## src/rtl/csel_pkg.sv

```systemverilog
// Shared types for the chip-select channel.
// Assumes the option register layout documented in the brief.
package csel_pkg;

    typedef enum logic [1:0] {
        RESP_NONE = 2'b00,
        RESP_AVEC = 2'b01,
        RESP_DS16 = 2'b10,
        RESP_DS8  = 2'b11
    } resp_e;

    typedef enum logic [1:0] {
        SP_USER = 2'b00,
        SP_SUPV = 2'b01,
        SP_ANY  = 2'b10,
        SP_IACK = 2'b11
    } space_e;

    typedef struct packed {
        logic [2:0] ipl;
        space_e     space;
        resp_e      resp;
        logic [1:0] rw;
        logic [1:0] lane;
    } opt_t;

    localparam int OPT_W = 11;

    // Lowest compared address bit for a block-size code.
    function automatic logic [4:0] blk_lsb(input logic [2:0] code);
        case (code)
            3'd0:    blk_lsb = 5'd11;
            3'd1:    blk_lsb = 5'd13;
            3'd2:    blk_lsb = 5'd14;
            3'd3:    blk_lsb = 5'd16;
            3'd4:    blk_lsb = 5'd17;
            3'd5:    blk_lsb = 5'd18;
            3'd6:    blk_lsb = 5'd19;
            default: blk_lsb = 5'd20;
        endcase
    endfunction

endpackage

```

## src/rtl/csel_regs.sv

```systemverilog
// Base, option and pin-assignment registers.
// Assumes NUM_CS > DATA_W/2, so the pin fields need a second write word.
// The pin fields load their defaults from strap levels while reset is held.
module csel_regs
    import csel_pkg::*;
#(
    parameter int DATA_W  = 16,
    parameter int NUM_CS  = 11,
    parameter int STRAP_W = 7
) (
    input  logic                clk,
    input  logic                rst_n,
    input  logic                we,
    input  logic [1:0]          sel,
    input  logic [DATA_W-1:0]   wdata,
    input  logic [STRAP_W-1:0]  strap,
    output logic [DATA_W-1:0]   base_q,
    output opt_t                opt_q,
    output logic [2*NUM_CS-1:0] pa_q
);
    localparam int PA_W  = 2 * NUM_CS;
    localparam int PA_HI = PA_W - DATA_W;

    logic [PA_W-1:0] pa_rst;

    // Build the reset value of each pin field from constants and straps.
    for (genvar k = 0; k < NUM_CS; k++) begin : g_pa_rst
        localparam int SI = (k < STRAP_W) ? k : STRAP_W - 1;
        assign pa_rst[2*k]   = 1'b1;
        assign pa_rst[2*k+1] = strap[SI];
    end

    // Register writes and synchronous reset.
    always_ff @(posedge clk) begin
        if (!rst_n) begin
            base_q <= '0;
            opt_q  <= '0;
            pa_q   <= pa_rst;
        end else if (we) begin
            case (sel)
                2'd0: base_q <= wdata;
                2'd1: opt_q  <= opt_t'(wdata[OPT_W-1:0]);
                2'd2: pa_q[DATA_W-1:0] <= wdata;
                default: pa_q[PA_W-1:DATA_W] <= wdata[PA_HI-1:0];
            endcase
        end
    end

    assert_pa_hold_R3: assert property (@(posedge clk) disable iff (!rst_n)
        !(we && sel[1]) |=> $stable(pa_q));

endmodule

```

## src/rtl/csel_match.sv

```systemverilog
// Combinational compare of a bus cycle against the base and option fields.
// Assumes the compared base bits are [DATA_W-1:3] and map to address bits
// ADDR_W-1 down to ADDR_LSB.
module csel_match
    import csel_pkg::*;
#(
    parameter int ADDR_W = 24,
    parameter int DATA_W = 16
) (
    input  logic [ADDR_W-1:0] addr,
    input  logic [2:0]        fc,
    input  logic              rd,
    input  logic              lane_hi,
    input  logic              lane_lo,
    input  logic [DATA_W-1:0] base,
    input  opt_t              opt,
    output logic              hit,
    output logic              is_cpu
);
    localparam int ADDR_LSB = 11;
    localparam int CMP_W    = ADDR_W - ADDR_LSB;

    logic [4:0]       lsb;
    logic [CMP_W-1:0] eq_bits;
    logic             addr_ok, space_ok, rw_ok, lane_ok;
    logic             unused_addr_bits;

    assign lsb = blk_lsb(base[2:0]);

    // Per-bit compare; bits under the block size always agree.
    for (genvar j = 0; j < CMP_W; j++) begin : g_cmp
        assign eq_bits[j] = (lsb > 5'(ADDR_LSB + j)) || (addr[ADDR_LSB+j] == base[3+j]);
    end

    assign addr_ok          = &eq_bits;
    assign is_cpu           = (fc == 3'b111);
    assign unused_addr_bits = ^{addr[ADDR_LSB-1:4], addr[0]};

    // Space qualifier per mode.
    always_comb begin
        case (opt.space)
            SP_USER: space_ok = !fc[2];
            SP_SUPV: space_ok = fc[2] && !is_cpu;
            SP_ANY:  space_ok = !is_cpu;
            default: space_ok = is_cpu && ((opt.ipl == 3'd0) || (addr[3:1] == opt.ipl));
        endcase
    end

    assign rw_ok   = rd ? opt.rw[0] : opt.rw[1];
    assign lane_ok = (lane_hi && opt.lane[1]) || (lane_lo && opt.lane[0]);
    assign hit     = addr_ok && space_ok && rw_ok && lane_ok;

endmodule

```

## src/rtl/csel_resp.sv

```systemverilog
// Strobe-edge response sequencer: starts on the clock that first sees the
// strobe low with a match, holds until the strobe is seen high.
// Assumes the match inputs are stable while the strobe falls.
module csel_resp
    import csel_pkg::*;
(
    input  logic       clk,
    input  logic       rst_n,
    input  logic       as_n,
    input  logic       hit,
    input  logic       is_cpu,
    input  logic       owner,
    input  resp_e      resp,
    output logic       cs_n,
    output logic       avec_n,
    output logic [1:0] dsack_n
);
    logic  as_n_q;
    logic  active;
    resp_e kind;
    logic  start;

    assign start = !as_n && as_n_q && hit && !(is_cpu && owner);

    // Remember the previous strobe level to find its falling edge.
    always_ff @(posedge clk) begin
        if (!rst_n) as_n_q <= 1'b1;
        else        as_n_q <= as_n;
    end

    // Track the active response for the current cycle.
    always_ff @(posedge clk) begin
        if (!rst_n) begin
            active <= 1'b0;
            kind   <= RESP_NONE;
        end else if (as_n) begin
            active <= 1'b0;
        end else if (start) begin
            active <= 1'b1;
            kind   <= resp;
        end
    end

    // Decode the pins from the active response.
    always_comb begin
        cs_n    = !active;
        avec_n  = !(active && kind == RESP_AVEC);
        dsack_n = 2'b11;
        if (active && kind == RESP_DS16) dsack_n = 2'b01;
        if (active && kind == RESP_DS8)  dsack_n = 2'b10;
    end

    assert_release_R9: assert property (@(posedge clk) disable iff (!rst_n)
        as_n |=> cs_n);
    assert_owner_quiet_R8: assert property (@(posedge clk) disable iff (!rst_n)
        (as_n_q && !as_n && is_cpu && owner) |=> (cs_n && avec_n && dsack_n == 2'b11));
    assert_miss_quiet_R4: assert property (@(posedge clk) disable iff (!rst_n)
        (as_n_q && !as_n && !hit) |=> cs_n);
    assert_ack_with_cs_R10: assert property (@(posedge clk) disable iff (!rst_n)
        (!avec_n || dsack_n != 2'b11) |-> !cs_n);
    assert_one_ack_R10: assert property (@(posedge clk) disable iff (!rst_n)
        !avec_n |-> (dsack_n == 2'b11));
    assert_dsack_code_R10: assert property (@(posedge clk) disable iff (!rst_n)
        dsack_n != 2'b00);

endmodule

```

## src/rtl/csel_iack_unit.sv

```systemverilog
// Top of the chip-select channel: registers, cycle compare and response.
// Assumes a single bus master and an address strobe synchronous to clk.
module csel_iack_unit
    import csel_pkg::*;
#(
    parameter int ADDR_W  = 24,
    parameter int DATA_W  = 16,
    parameter int NUM_CS  = 11,
    parameter int STRAP_W = 7
) (
    input  logic                clk,
    input  logic                rst_n,
    input  logic                reg_we,
    input  logic [1:0]          reg_sel,
    input  logic [DATA_W-1:0]   reg_wdata,
    input  logic [STRAP_W-1:0]  strap_lines,
    input  logic [ADDR_W-1:0]   bus_addr,
    input  logic [2:0]          bus_fc,
    input  logic                bus_rd,
    input  logic                lane_hi,
    input  logic                lane_lo,
    input  logic                as_n,
    input  logic                internal_iack_owner,
    output logic                cs_n,
    output logic                avec_n,
    output logic [1:0]          dsack_n,
    output logic [2*NUM_CS-1:0] pin_assign
);
    logic [DATA_W-1:0] base_q;
    opt_t              opt_q;
    logic              hit, is_cpu;

    csel_regs #(.DATA_W(DATA_W), .NUM_CS(NUM_CS), .STRAP_W(STRAP_W)) regs_i (
        .clk(clk), .rst_n(rst_n), .we(reg_we), .sel(reg_sel), .wdata(reg_wdata),
        .strap(strap_lines), .base_q(base_q), .opt_q(opt_q), .pa_q(pin_assign)
    );

    csel_match #(.ADDR_W(ADDR_W), .DATA_W(DATA_W)) match_i (
        .addr(bus_addr), .fc(bus_fc), .rd(bus_rd), .lane_hi(lane_hi),
        .lane_lo(lane_lo), .base(base_q), .opt(opt_q), .hit(hit), .is_cpu(is_cpu)
    );

    csel_resp resp_i (
        .clk(clk), .rst_n(rst_n), .as_n(as_n), .hit(hit), .is_cpu(is_cpu),
        .owner(internal_iack_owner), .resp(opt_q.resp),
        .cs_n(cs_n), .avec_n(avec_n), .dsack_n(dsack_n)
    );

endmodule

```

## config.mk

```make
export PLATFORM = sky130hd
export DESIGN_NAME = csel_iack_unit
export DESIGN_NICKNAME = d
export VERILOG_FILES = /design/src/rtl/csel_pkg.sv /design/src/rtl/csel_regs.sv /design/src/rtl/csel_match.sv /design/src/rtl/csel_resp.sv /design/src/rtl/csel_iack_unit.sv
export SDC_FILE = /design/constraint.sdc
export NUM_CORES = 1
export LEC_CHECK = 0
export ABC_AREA = 1
export BUFFER_PORTS_ARGS = -buffer_cell sky130_fd_sc_hd__buf_2
export CAP_MARGIN = 10
export CORE_MARGIN = 2
export CORE_UTILIZATION = 45
export CTS_BUF_LIST = sky130_fd_sc_hd__clkbuf_8
export DETAILED_ROUTE_END_ITERATION = 8
export PLACE_DENSITY = 0.8
export SYNTH_ARGS = -nofsm -noshare
export SYNTH_HDL_FRONTEND = slang
export SYNTH_HIERARCHICAL = 1
export SYNTH_SLANG_ARGS = --single-unit
export TNS_END_PERCENT = 20
```

## constraint.sdc

```tcl
create_clock -name clk -period 2.2 [get_ports clk]
set_input_delay 0.44 -clock clk [delete_from_list [all_inputs] [get_ports clk]]
set_output_delay 0.44 -clock clk [all_outputs]
set_load 0.02 [all_outputs]
```

==> impl_metrics.yaml <==
cells_and_area:
  nets: 545
  final_area_sq_um: 3230
  drive_gt1_share_pct: 21.2
  final_cell_mix: "nand2_1, buf_2, inv_1"
  syn_to_final_growth_pct: 20.3
  finalNonFillerCells: 561
  num_antenna_cells: 0
  layout_commonest_cell: "nand2_1"
route:
  avgRoutedWirePerCell_um: 11.0
  via_per_inst: 4.64
  routed_wl_um: 6150
  drt-pass1-iter-count: 4
  dr.first_iter.drc_count: 132
  vias: 2604
  drtAntennaViolNets: 0
  top_layer_used: "met4"
  wl_met3_um: 358
  wl_met2_um: 3090
  drc: 0
  drt-met1-wl_um: 2570
clock_tree:
  cts_resized: 0
  holdBufCountCts: 0
  clock_path_buffers: 2
  clk_latency_ns: 0.31
  clkTransAtPathRegs_ns: 0.09
  cts_root_buf: "clkbuf_8"
  clock-sinks: 53
  cts_max_level: 2
  cts_inserted_buffers: 5
  cts_tree: "built"
  post_cts_buffers: 0
timing:
  final.min_clock_period_ns: 1.59
  finClkSkew_ns: 0.0102
  finalWorstSetupSlack_ns: 0.607
  fin_crit_sh_pct: 72.4
  rsz0062_at_grt: "no"
  hold_violations: 0
  setup_viol: 0
  slew_headroom_pct: 79.4
  maxSlewViolCount: 0
  setup_tns_ns: 0
  worst_pin_slew_ns: 0.308
  max_freq_mhz: 628
global_routing:
  grt_use_total_pct: 20.2
  antenna_found_initial: 0
  grt_max_degree: 33
  grt-ovfl-total: 0
  grt_pass1_vias: 2495
  grt_first_pass_wirelength_um: 10500
logic_synthesis:
  yosysWarnings: 6
  syn_nets: 471
  ys_ff_latch: 53
  yosysSeqAreaShare_pct: 43.6
  netlist_area_sq_um: 2690
  synth_cells: 411
  ys_types: 23
  avgSynthCellArea_sq_um: 6.54
placement:
  gp_congestion: 0.840
  placed_area_sq_um: 3130
  dp_slack_ns: 0.512
  io_buffers: 77
  dp.cells: 553
  dpl.hpwl_um: 4740
floorplanning:
  dieHeight_um: 81.3
  core_area_sq_um: 5850
  initial_utilization_pct: 45.9
  io_pins: 86
  dieArea_sq_um: 6610
  rows: 28
  die_x_um: 81.3
critical_path:
  reg2reg_from: "regs_i/base_q[1]"
  rr_endpoint: "resp_i/kind[1]"
  reg2regPathDepth: 13
  endpoint_kind: "flop"
  critPathLaunchType: "flop"
  cp.arrival_ns: 1.81
  cp.required_ns: 2.41
  r2r_slack_ns: 0.61
  startpoint: "regs_i/base_q[1]"
  cp_max_fo: 7
  crit_type: "reg2reg"
status:
  status: "finished, final reports clean"
min_path:
  min_to: "resp_i/as_n_q"
  hold_depth: 3
  hp-class: "in2reg"
  holdCritStartpoint: "as_n"
pwr:
  peakVddDrop_mv: 0.342
  cellLeakagePower_nw: 1.69
  power_mw: 2.01
  power.density_nw_per_um2: 622
job:
  max_cap_violations: 0
==> sequential cells by signal (all words and copies together) (netlist names) <==
| signal | flops |
|---|---|
| regs_i/pa_q | 22 |
| regs_i/base_q | 16 |
| regs_i/opt_q | 11 |
| resp_i/kind | 2 |
| resp_i/active | 1 |
| resp_i/as_n_q | 1 |
==> power breakdown <==
part           internal (mW)  switching, mW  total, mW  leakage, nW
sequential              1.05         0.0304       1.08        0.453
combinational          0.130          0.215      0.345         1.18
clock                  0.262          0.324      0.586       0.0518
total                   1.44          0.570       2.01         1.69
==> per-stage QoR <==
step	util, %	hold slack [ns]
after floorplan	-	0.472
after global placement	53.6	0.435
after detailed placement	53.6	0.437
after CTS	55.3	0.351
after global routing	55.3	0.349
final	55.3	0.359
==> worst max-delay path, stage by stage (launching register included) <==
cell	delay [ns]
dfxtp_1	0.46
nand2_1	0.09
nand2_1	0.10
nor2_1	0.05
nor2_1	0.10
nand2_1	0.05
nor2_1	0.12
nand2_1	0.08
nor2_2	0.12
nand2_1	0.06
inv_1	0.07
nand4_1	0.08
nand2_1	0.07
nor2_1	0.04
==> worst max-delay path by stage <==
stage                      endpoint  depth (start not counted)
finish               resp_i/kind[1]                         13
floorplan           regs_i/pa_q[11]                          5
global placement     regs_i/pa_q[9]                          5
global route         resp_i/kind[1]                         13
detailed placement   regs_i/pa_q[9]                          5
CTS                  resp_i/kind[1]                         13
==> layout make-up <==
class                      count  area, sq um
clock inverter                 2         17.5
clock buffer                   6         82.6
tap                           75         93.8
multi-input combinational    278         1200
fill                         565         2620
timing repair buffer          83          430
inverter                      64          240
sequential                    53         1170
==> cells in the mapped netlist <==
| library cell | n | area share, % |
|---|---|---|
| a21oi_1 | 17 | 3.2 |
| a31oi_1 | 1 | 0.23 |
| buf_1 | 1 | 0.14 |
| buf_2 | 10 | 1.9 |
| buf_6 | 1 | 0.42 |
| clkbuf_1 | 4 | 0.56 |
| dfxtp_1 | 42 | 31 |
| edfxtp_1 | 11 | 12 |
| inv_1 | 59 | 8.2 |
| inv_2 | 5 | 0.70 |
| nand2_1 | 131 | 18 |
| nand2_2 | 2 | 0.47 |
| nand3_1 | 44 | 8.2 |
| nand3_2 | 1 | 0.37 |
| nand4_1 | 2 | 0.47 |
| nor2_1 | 58 | 8.1 |
| nor2_2 | 1 | 0.23 |
| nor2_4 | 2 | 0.84 |
| nor3_1 | 1 | 0.19 |
| o21ai_0 | 11 | 2.0 |
| o21ai_1 | 2 | 0.37 |
| or2_1 | 1 | 0.23 |
| xnor2_1 | 4 | 1.3 |
==> kinds of logic after synthesis <==
logic type,after synthesis,share of synthesized area [%]
DFF,53,43.6
and+or+nand+nor,243,37.4
xor gates and xnor gates,4,1.30
buffers and inverters,80,11.9
AOI/OAI and AO/OA,31,5.82
==> layer usage <==
layer | global-route usage (%) | vias up
li1 | - | 1404
met1 | 23.4 | 1124
met2 | 36.6 | 64
met3 | 3.78 | 12
met4 | 7.46 | 0
met5 | 0 | -
Note: power is estimated with default switching activity, not from simulation.
